File: src/rtl/irq_hub_pkg.sv
package irq_hub_pkg;

    localparam int unsigned ADDR_W = 12;
    localparam int unsigned DATA_W = 32;

    // register offsets
    localparam int unsigned OFF_TOP_STAT  = 'h000;
    localparam int unsigned OFF_MASTER    = 'h010;
    localparam int unsigned OFF_EXT_STAT  = 'h100;
    localparam int unsigned OFF_EXT_MASK  = 'h104;
    localparam int unsigned OFF_EXT_EN    = 'h110;
    localparam int unsigned OFF_CARD_STAT = 'h200;
    localparam int unsigned OFF_CARD_EN   = 'h210;

    // summary positions in the top-level word (decoded by software)
    localparam int unsigned TOP_CARD_BIT = 0;
    localparam int unsigned TOP_EXT_BIT  = 7;

    // enable register layout: interrupt enables at bit 0, status enables here
    localparam int unsigned SEN_LSB = 8;

    typedef struct packed {
        logic master;
        logic irq;
    } hub_state_t;

endpackage

File: src/rtl/irq_hub_group.sv
module irq_hub_group #(
    parameter int unsigned NSRC    = 6,
    parameter int unsigned DW      = 32,
    parameter int unsigned SEN_POS = 8
) (
    input  logic            clk,
    input  logic            rst_n,
    input  logic [NSRC-1:0] src_i,
    input  logic            wr_stat_i,
    input  logic            wr_en_i,
    input  logic [DW-1:0]   wdata_i,
    output logic [NSRC-1:0] status_o,
    output logic [NSRC-1:0] ien_o,
    output logic [NSRC-1:0] sen_o,
    output logic            summary_o
);

    typedef struct packed {
        logic [NSRC-1:0] status;
        logic [NSRC-1:0] ien;
        logic [NSRC-1:0] sen;
        logic [NSRC-1:0] prev;
    } grp_state_t;

    grp_state_t      grp_d, grp_q;
    logic [NSRC-1:0] rise;
    logic [NSRC-1:0] clr_mask;
    logic            unused_wd;

    assign unused_wd = ^wdata_i;

    always_comb begin
        grp_d    = grp_q;
        rise     = src_i & ~grp_q.prev;
        clr_mask = wr_stat_i ? wdata_i[NSRC-1:0] : '0;
        grp_d.prev   = src_i;
        // a fresh edge wins over a simultaneous clear
        grp_d.status = (grp_q.status & ~clr_mask) | (rise & grp_q.sen);
        if (wr_en_i) begin
            grp_d.ien = wdata_i[NSRC-1:0];
            grp_d.sen = wdata_i[SEN_POS +: NSRC];
        end
    end

    always_ff @(posedge clk or negedge rst_n) begin
        if (!rst_n) begin
            grp_q <= '0;
        end else begin
            grp_q <= grp_d;
        end
    end

    assign status_o  = grp_q.status;
    assign ien_o     = grp_q.ien;
    assign sen_o     = grp_q.sen;
    assign summary_o = |(grp_q.status & grp_q.ien);

    // bits not cleared by a write-one stay set
    a_r4_sticky: assert property (@(posedge clk) disable iff (!rst_n)
        ((grp_q.status & $past(grp_q.status & ~clr_mask)) == $past(grp_q.status & ~clr_mask)));

    // a bit only turns on if its status enable was on
    a_r3_needs_sen: assert property (@(posedge clk) disable iff (!rst_n)
        ((grp_q.status & ~$past(grp_q.status) & ~$past(grp_q.sen)) == '0));

    // a bit only turns on after an input edge
    a_r2_needs_edge: assert property (@(posedge clk) disable iff (!rst_n)
        ((grp_q.status & ~$past(grp_q.status) & ~$past(rise)) == '0));

    // an enabled edge always lands, even against a clear
    a_r5_set_wins: assert property (@(posedge clk) disable iff (!rst_n)
        ((grp_q.status & $past(rise & grp_q.sen)) == $past(rise & grp_q.sen)));

endmodule

File: src/rtl/irq_hub_top.sv
module irq_hub_top
    import irq_hub_pkg::*;
#(
    parameter int unsigned AW      = ADDR_W,
    parameter int unsigned DW      = DATA_W,
    parameter int unsigned N_EXT   = 6,
    parameter int unsigned N_CARD  = 4
) (
    input  logic              clk,
    input  logic              rst_n,
    input  logic [AW-1:0]     reg_addr_i,
    input  logic [DW-1:0]     reg_wdata_i,
    input  logic              reg_we_i,
    output logic [DW-1:0]     reg_rdata_o,
    input  logic [N_EXT-1:0]  ext_src_i,
    input  logic [N_CARD-1:0] card_src_i,
    output logic              host_irq_o
);

    hub_state_t        hub_d, hub_q;
    logic [N_EXT-1:0]  ext_stat, ext_ien, ext_sen;
    logic [N_CARD-1:0] card_stat, card_ien, card_sen;
    logic              ext_sum, card_sum;
    logic              hit_ext_stat, hit_ext_en, hit_card_stat, hit_card_en, hit_master;
    logic              addr_hit;
    logic              unused_wd;

    assign unused_wd = ^reg_wdata_i;

    assign hit_master    = (reg_addr_i == AW'(OFF_MASTER));
    assign hit_ext_stat  = (reg_addr_i == AW'(OFF_EXT_STAT));
    assign hit_ext_en    = (reg_addr_i == AW'(OFF_EXT_EN));
    assign hit_card_stat = (reg_addr_i == AW'(OFF_CARD_STAT));
    assign hit_card_en   = (reg_addr_i == AW'(OFF_CARD_EN));
    assign addr_hit      = hit_master | hit_ext_stat | hit_ext_en | hit_card_stat | hit_card_en
                         | (reg_addr_i == AW'(OFF_TOP_STAT)) | (reg_addr_i == AW'(OFF_EXT_MASK));

    irq_hub_group #(.NSRC(N_EXT), .DW(DW), .SEN_POS(SEN_LSB)) u_ext (
        .clk       (clk),
        .rst_n     (rst_n),
        .src_i     (ext_src_i),
        .wr_stat_i (reg_we_i & hit_ext_stat),
        .wr_en_i   (reg_we_i & hit_ext_en),
        .wdata_i   (reg_wdata_i),
        .status_o  (ext_stat),
        .ien_o     (ext_ien),
        .sen_o     (ext_sen),
        .summary_o (ext_sum)
    );

    irq_hub_group #(.NSRC(N_CARD), .DW(DW), .SEN_POS(SEN_LSB)) u_card (
        .clk       (clk),
        .rst_n     (rst_n),
        .src_i     (card_src_i),
        .wr_stat_i (reg_we_i & hit_card_stat),
        .wr_en_i   (reg_we_i & hit_card_en),
        .wdata_i   (reg_wdata_i),
        .status_o  (card_stat),
        .ien_o     (card_ien),
        .sen_o     (card_sen),
        .summary_o (card_sum)
    );

    always_comb begin
        hub_d = hub_q;
        if (reg_we_i && hit_master) begin
            hub_d.master = reg_wdata_i[0];
        end
        hub_d.irq = hub_q.master & (ext_sum | card_sum);
    end

    always_ff @(posedge clk or negedge rst_n) begin
        if (!rst_n) begin
            hub_q <= '0;
        end else begin
            hub_q <= hub_d;
        end
    end

    assign host_irq_o = hub_q.irq;

    always_comb begin
        reg_rdata_o = '0;
        case (reg_addr_i)
            AW'(OFF_TOP_STAT): begin
                reg_rdata_o[TOP_CARD_BIT] = card_sum;
                reg_rdata_o[TOP_EXT_BIT]  = ext_sum;
            end
            AW'(OFF_MASTER):    reg_rdata_o[0] = hub_q.master;
            AW'(OFF_EXT_STAT):  reg_rdata_o[N_EXT-1:0] = ext_stat;
            AW'(OFF_EXT_MASK):  reg_rdata_o[N_EXT-1:0] = ext_stat & ext_ien;
            AW'(OFF_EXT_EN): begin
                reg_rdata_o[N_EXT-1:0]          = ext_ien;
                reg_rdata_o[SEN_LSB +: N_EXT]   = ext_sen;
            end
            AW'(OFF_CARD_STAT): reg_rdata_o[N_CARD-1:0] = card_stat;
            AW'(OFF_CARD_EN): begin
                reg_rdata_o[N_CARD-1:0]         = card_ien;
                reg_rdata_o[SEN_LSB +: N_CARD]  = card_sen;
            end
            default:            reg_rdata_o = '0;
        endcase
    end

    // no request unless the master bit was set the cycle before
    a_r8_master_gate: assert property (@(posedge clk) disable iff (!rst_n)
        !$past(hub_q.master) |-> !host_irq_o);

    // no request unless some group summary was active the cycle before
    a_r8_needs_summary: assert property (@(posedge clk) disable iff (!rst_n)
        !$past(ext_sum | card_sum) |-> !host_irq_o);

    // masked view never shows a source with its interrupt enable off
    a_r6_masked_view: assert property (@(posedge clk) disable iff (!rst_n)
        (reg_addr_i == AW'(OFF_EXT_MASK)) |-> ((reg_rdata_o & ~DW'(ext_ien)) == '0));

    // holes in the map read as zero
    a_r10_hole_zero: assert property (@(posedge clk) disable iff (!rst_n)
        !addr_hit |-> (reg_rdata_o == '0));

endmodule

File: config.mk
export PLATFORM = sky130hd
export DESIGN_NAME = irq_hub_top
export DESIGN_NICKNAME = d
export VERILOG_FILES = /design/src/rtl/irq_hub_pkg.sv /design/src/rtl/irq_hub_group.sv /design/src/rtl/irq_hub_top.sv
export SDC_FILE = /design/constraint.sdc
export NUM_CORES = 1
export LEC_CHECK = 0
export CELL_PAD_IN_SITES_DETAIL_PLACEMENT = 2
export CELL_PAD_IN_SITES_GLOBAL_PLACEMENT = 2
export CORE_ASPECT_RATIO = 0.9
export CORE_MARGIN = 2
export CORE_UTILIZATION = 24
export DETAILED_ROUTE_END_ITERATION = 12
export PLACE_DENSITY_LB_ADDON = 0.1
export SLEW_MARGIN = 20
export SYNTH_ARGS = -nofsm -noshare
export SYNTH_HDL_FRONTEND = slang
export SYNTH_SLANG_ARGS = --single-unit
File: constraint.sdc
create_clock -name clk -period 2.09 [get_ports clk]
set_input_delay 0.3135 -clock clk [delete_from_list [all_inputs] [get_ports clk]]
set_output_delay 0.3135 -clock clk [all_outputs]
set_load 0.005 [all_outputs]
Word-level counts from Yosys, hierarchy flattened
Index checks and enable logic that the tools add are counted.

word-level totals
  output and inout port bits = 33
  logic and storage cells = 48
  register bits after elaboration = 42

cells by class
  equality and inequality tests = 6
  multiplexer cells = 8
  reductions and logical operators = 4
  bitwise gates (word level) = 20

operators by type and width
  cell                                             count
  == test 12 x 9 -> 1 bit, second input constant   3
  bitwise AND 6 bit                                4
  == test 12 x 10 -> 1 bit, second input constant  2
  bitwise AND 4 bit                                4
  one-hot mux 3 bit (5 select lines)               1
  == test 12 x 5 -> 1 bit, second input constant   1
  logical NOT 12 bit                               1
  inverter 6 bit                                   2
  inverter 4 bit                                   2
  one-hot mux 4 bit (2 select lines)               1
  one-hot mux 1 bit (7 select lines)               1
  two-way mux 6 bit                                1
  OR 6 bit                                         1
  one-hot mux 2 bit (3 select lines)               1
  OR reduction 6 bit                               1
  bitwise AND 1 bit                                5
  two-way mux 4 bit                                1
  OR 4 bit                                         1
  OR reduction 4 bit                               1
  two-way mux 2 bit                                1
  logical AND 1 bit                                1
  two-way mux 1 bit                                1
  OR 1 bit                                         1

Longest topological paths before layout
  depth after elaboration = 6
  mapped depth = 6
  depth with buffers taken out = 4

Hierarchy
A second synthesis with hierarchy kept.

second synthesis, totals
  cells, all modules = 216
  area, all modules = 2401.1 um^2

modules (own cells, without submodules)
  module                   seq. area each (um^2)  cells an instance  area each (um^2)  times used
  irq_hub_group at u_ext   600.6                  77                 1044.8            1
  irq_hub_group at u_card  400.4                  52                 705.7             1
  irq_hub_top              50.0                   87                 650.6             1

Worst setup path before layout
OpenSTA, ideal clock, no wires.

  path type = input to output
  start point = input port reg_addr_i[3]
  end point = output port reg_rdata_o[3]
  path slack = -0.116 ns
  path buffers = 1
  data required time = 1.776 ns
  arrival time = 1.893 ns
  cell stages on the path = 5
  path through = or4_1 -> clkbuf_1 -> nor3_1 -> o21ai_0 -> o41ai_1

on the way
  cells in the longest elaborated chain, start to end = 2
  elaborated cells on any way between the ends = 6
  classes of those cells = eq/ne (5); mux (1)

ends and longest elaborated chain
  what                                                                        line               text
  start: declaration                                                          irq_hub_top.sv:11  input logic [AW-1:0] reg_addr_i,
  == test 12 x 10 -> 1 bit / == test 12 x 9 -> 1 bit (equally long branches)  irq_hub_top.sv:84  case (reg_addr_i)
  one-hot mux 3 bit (5 select lines) (*)                                      irq_hub_top.sv:84
  end: declaration                                                            irq_hub_top.sv:14  output logic [DW-1:0] reg_rdata_o,

Every way passes the cells marked *; elsewhere a longest branch is shown, timed or not.

Worst setup path in the final report
  start point = input port reg_addr_i[8]
  end point = output port reg_rdata_o[2]

Same word-level chain as after synthesis.

==> impl_metrics.ini <==
[run_status]
status = finished with violations
violations = negative setup slack

[clock_network]
cts.clk_slew.worst_paths_ns = 0.08
cts_buffers = 5
cts_buffer_depth = 2
h-tree-depth = 2
ctsRootBufferMaster = clkbuf_8
cts_sinks = 42
clk_latency_ns = 0.30
cts_tree = built

[power]
ir_drop_uv = 261.9
power_density_mw_per_mm2 = 483.3
power_leakage_nw = 1.563
power_switching_uw = 391.8
combinationalPowerShare_pct = 13.6
clockPowerShare_pct = 34.2
internal_power_mw = 1.218
power.share.sequential_pct = 52.2
p_total_mw = 1.610
switching_share_pct = 24.34

[min_path]
holdPathStages = 1
hold-path-endpoint = u_card.status_o[1]$_DFF_PN0_
min_from = u_card.grp_q[1]$_DFF_PN0_
hold_path_class = reg -> reg

[timing]
final.setup.worst_slack_ns = -0.02372
whs_ns = 0.4161
drv_slew = 0
period_needed_ns = 2.114
hold_viol_final = 0
fin_tns_setup_ns = -0.03923
setup_violations = 4
finClkSkew_ns = 0.009099
rsz0062_at_grt = true
max_freq_mhz = 473.1
finalCritPeriodShare_pct = 101.1

[placement]
gp_congestion = 0.7238
portBuffers = 50
placed_cell_area_mm2 = 0.003010
place_ws_ns = -0.9420
place_hpwl_um = 5283
place_inst = 391

[global_routing]
grt_max_degree = 43
antenna_found_initial = 0
overflow = 0
grt_use_total_pct = 15.70
grt_first_pass_wirelength_um = 11890
grt_pass1_vias = 2069

[route]
drc = 0
vias = 1901
drtAntennaViolNets = 0
drt-total-wl_um = 7458
dr.pass1.iters = 4
via_per_inst = 4.570
drt_iter0_markers = 47
wl_per_cell_um = 17.93

[floorplanning]
dieArea_mm2 = 0.009965
initial_core_util_pct = 24.48
die_w_um = 105
core_mm2 = 0.009001
placement_rows = 33
io_pins = 90
die_h_um = 94.90

[yosys]
ys_warn_count = 0
netlist_instances = 192
syn_area_per_cell_um2 = 11.48
ys_ff_latch = 42
synth_cell_types = 41
synth_area_mm2 = 0.002203
synth_seq_area_share_pct = 47.70

[cells_and_area]
stdcell_count = 416
layout.nets = 350
layout-drive-gt1-share_pct = 43.54
post-route-util_pct = 37.00
final_common_cell = dfrtp_1
finalInstanceArea_mm2 = 0.003331
area_growth_pct = 51.16
final_cell_mix = 42 x dfrtp_1, 35 x buf_4, 25 x nand2_1
diodes = 0

[setup_path]
reg2reg_from = u_ext.status_o[5]$_DFF_PN0_
reg2regPathDepth = 3
reg2reg_to = host_irq_o$_DFF_PN0_
path_cells = buf_6, or4b_4, nor4_4, buf_4, buf_6, nand2_2, o211ai_1, buf_2
crit_slowest_cell = or4b_4
cp_max_fo = 2
cp_common_cell = buf_6
critical_path_class = in -> out
r2r_setup_slack_ns = 0.96
arrival_ns = 1.80
cp.required_ns = 1.78
critPathCaptureType = primary output
startpoint_type = input pin
critical_path.max_stage_delay_ns = 0.57

[flow_run]
maxCapViolCount = 0
==> worst max-delay path, delay by kind of cell <==
kind                   cells  cell delay, ns
AO/OA/AOI/OAI              1            0.11
AND/OR/NAND/NOR            3            0.87
buffers and inverters      4            0.51
==> flip-flops by register name (all words and copies together), names as in the netlist <==
signal           cells
hub_q                1
u_card.sen_o         4
u_ext.sen_o          6
u_card.status_o      4
u_ext.status_o       6
u_card.grp_q         4
u_card.ien_o         4
u_ext.grp_q          6
u_ext.ien_o          6
host_irq_o           1
==> power by group through the flow <==
stage / Sequential (mW) / Clock [mW] / Combinational, mW
after floorplan: 0.852 / 0 / 0.0719
after global placement: 0.856 / 0 / 0.181
after detailed placement: 0.857 / 0 / 0.183
after CTS: 0.840 / 0.569 / 0.203
after global routing: 0.843 / 0.613 / 0.238
final: 0.840 / 0.550 / 0.219
==> cells in the mapped netlist, drive strengths merged <==
cell type / count / area (µm²)
a41o: 1 / 10.01
and4: 1 / 8.760
o21a: 1 / 7.510
or4: 3 / 26.27
a221o: 1 / 10.01
buf: 22 / 176.4
nor3b: 2 / 15.01
nor3: 2 / 10.01
conb: 1 / 3.750
or3: 3 / 18.77
o21ai: 3 / 15.01
inv: 6 / 22.52
o211ai: 2 / 15.01
o41ai: 1 / 8.760
o32ai: 1 / 8.760
nand2: 27 / 101.4
o2bb2ai: 6 / 52.55
nor2: 3 / 11.26
nor4b: 1 / 8.760
a32o: 4 / 40.04
mux2: 21 / 274.0
dfrtp: 42 / 1051
nand3: 2 / 10.01
mux2i: 7 / 70.07
a22oi: 4 / 30.03
clkbuf: 3 / 11.26
nor4: 7 / 65.06
and2: 2 / 12.51
a22o: 4 / 35.03
nand2b: 1 / 6.260
o221ai: 1 / 8.760
o22ai: 1 / 6.260
or4b: 3 / 33.78
nand4: 2 / 12.51
nor2b: 1 / 6.260
==> logic make-up after synthesis <==
| logic type | Yosys count | share of synthesized area, % |
|---|---|---|
| mux | 28 | 15.62 |
| simple gates | 60 | 15.73 |
| buf+inv | 31 | 9.540 |
| flops | 42 | 47.70 |
| compound gates | 30 | 11.24 |
| other cells | 1 | 0.1702 |
==> what timing repair did <==
action / 4_1_cts / 5_1_grt
hold endpoints to repair: 42 / 0
setup buffers: 13 / 6
resized for setup: 131 / 16
hold buffers: 1 / 0
endpoints found under the setup margin: 41 / 14
cloned: 1 / 0
pin swaps: 18 / 13
==> metal layers <==
layer	GRT usage, %	up-vias	routed length [µm]
li1	-	873	-
met2	27.33	61	3523
met1	20.38	960	3548
met4	3.333	0	72
met3	3.037	7	313
met5	0	-	0
==> final cells by class <==
class,count,area [µm²]
clock buffer,6,82.58
fill,981,5670
tap,122,152.6
clock inverter,2,12.51
timing repair buffer,100,864.6
multi-input combinational,138,1145
inverter,6,22.52
sequential,42,1051
==> worst max path at each step <==
| stage | start | endpoint | slack [ns] | cells past startpoint |
|---|---|---|---|---|
| 6_report | reg_addr_i[8] | reg_rdata_o[2] | -0.02 | 8 |
| 5_1_grt | reg_addr_i[9] | reg_rdata_o[4] | -0.06 | 9 |
| 4_1_cts | reg_addr_i[11] | reg_rdata_o[2] | -0.07 | 8 |
| 3_5_place_dp | reg_addr_i[7] | reg_rdata_o[4] | -0.94 | 7 |
| 3_3_place_gp | reg_addr_i[3] | reg_rdata_o[4] | -0.99 | 8 |
| 2_1_floorplan | reg_addr_i[9] | u_ext.ien_o[2]$_DFFE_PN0P_ | -0.06 | 6 |
No activity file was read; power rests on OpenSTA's default activity.
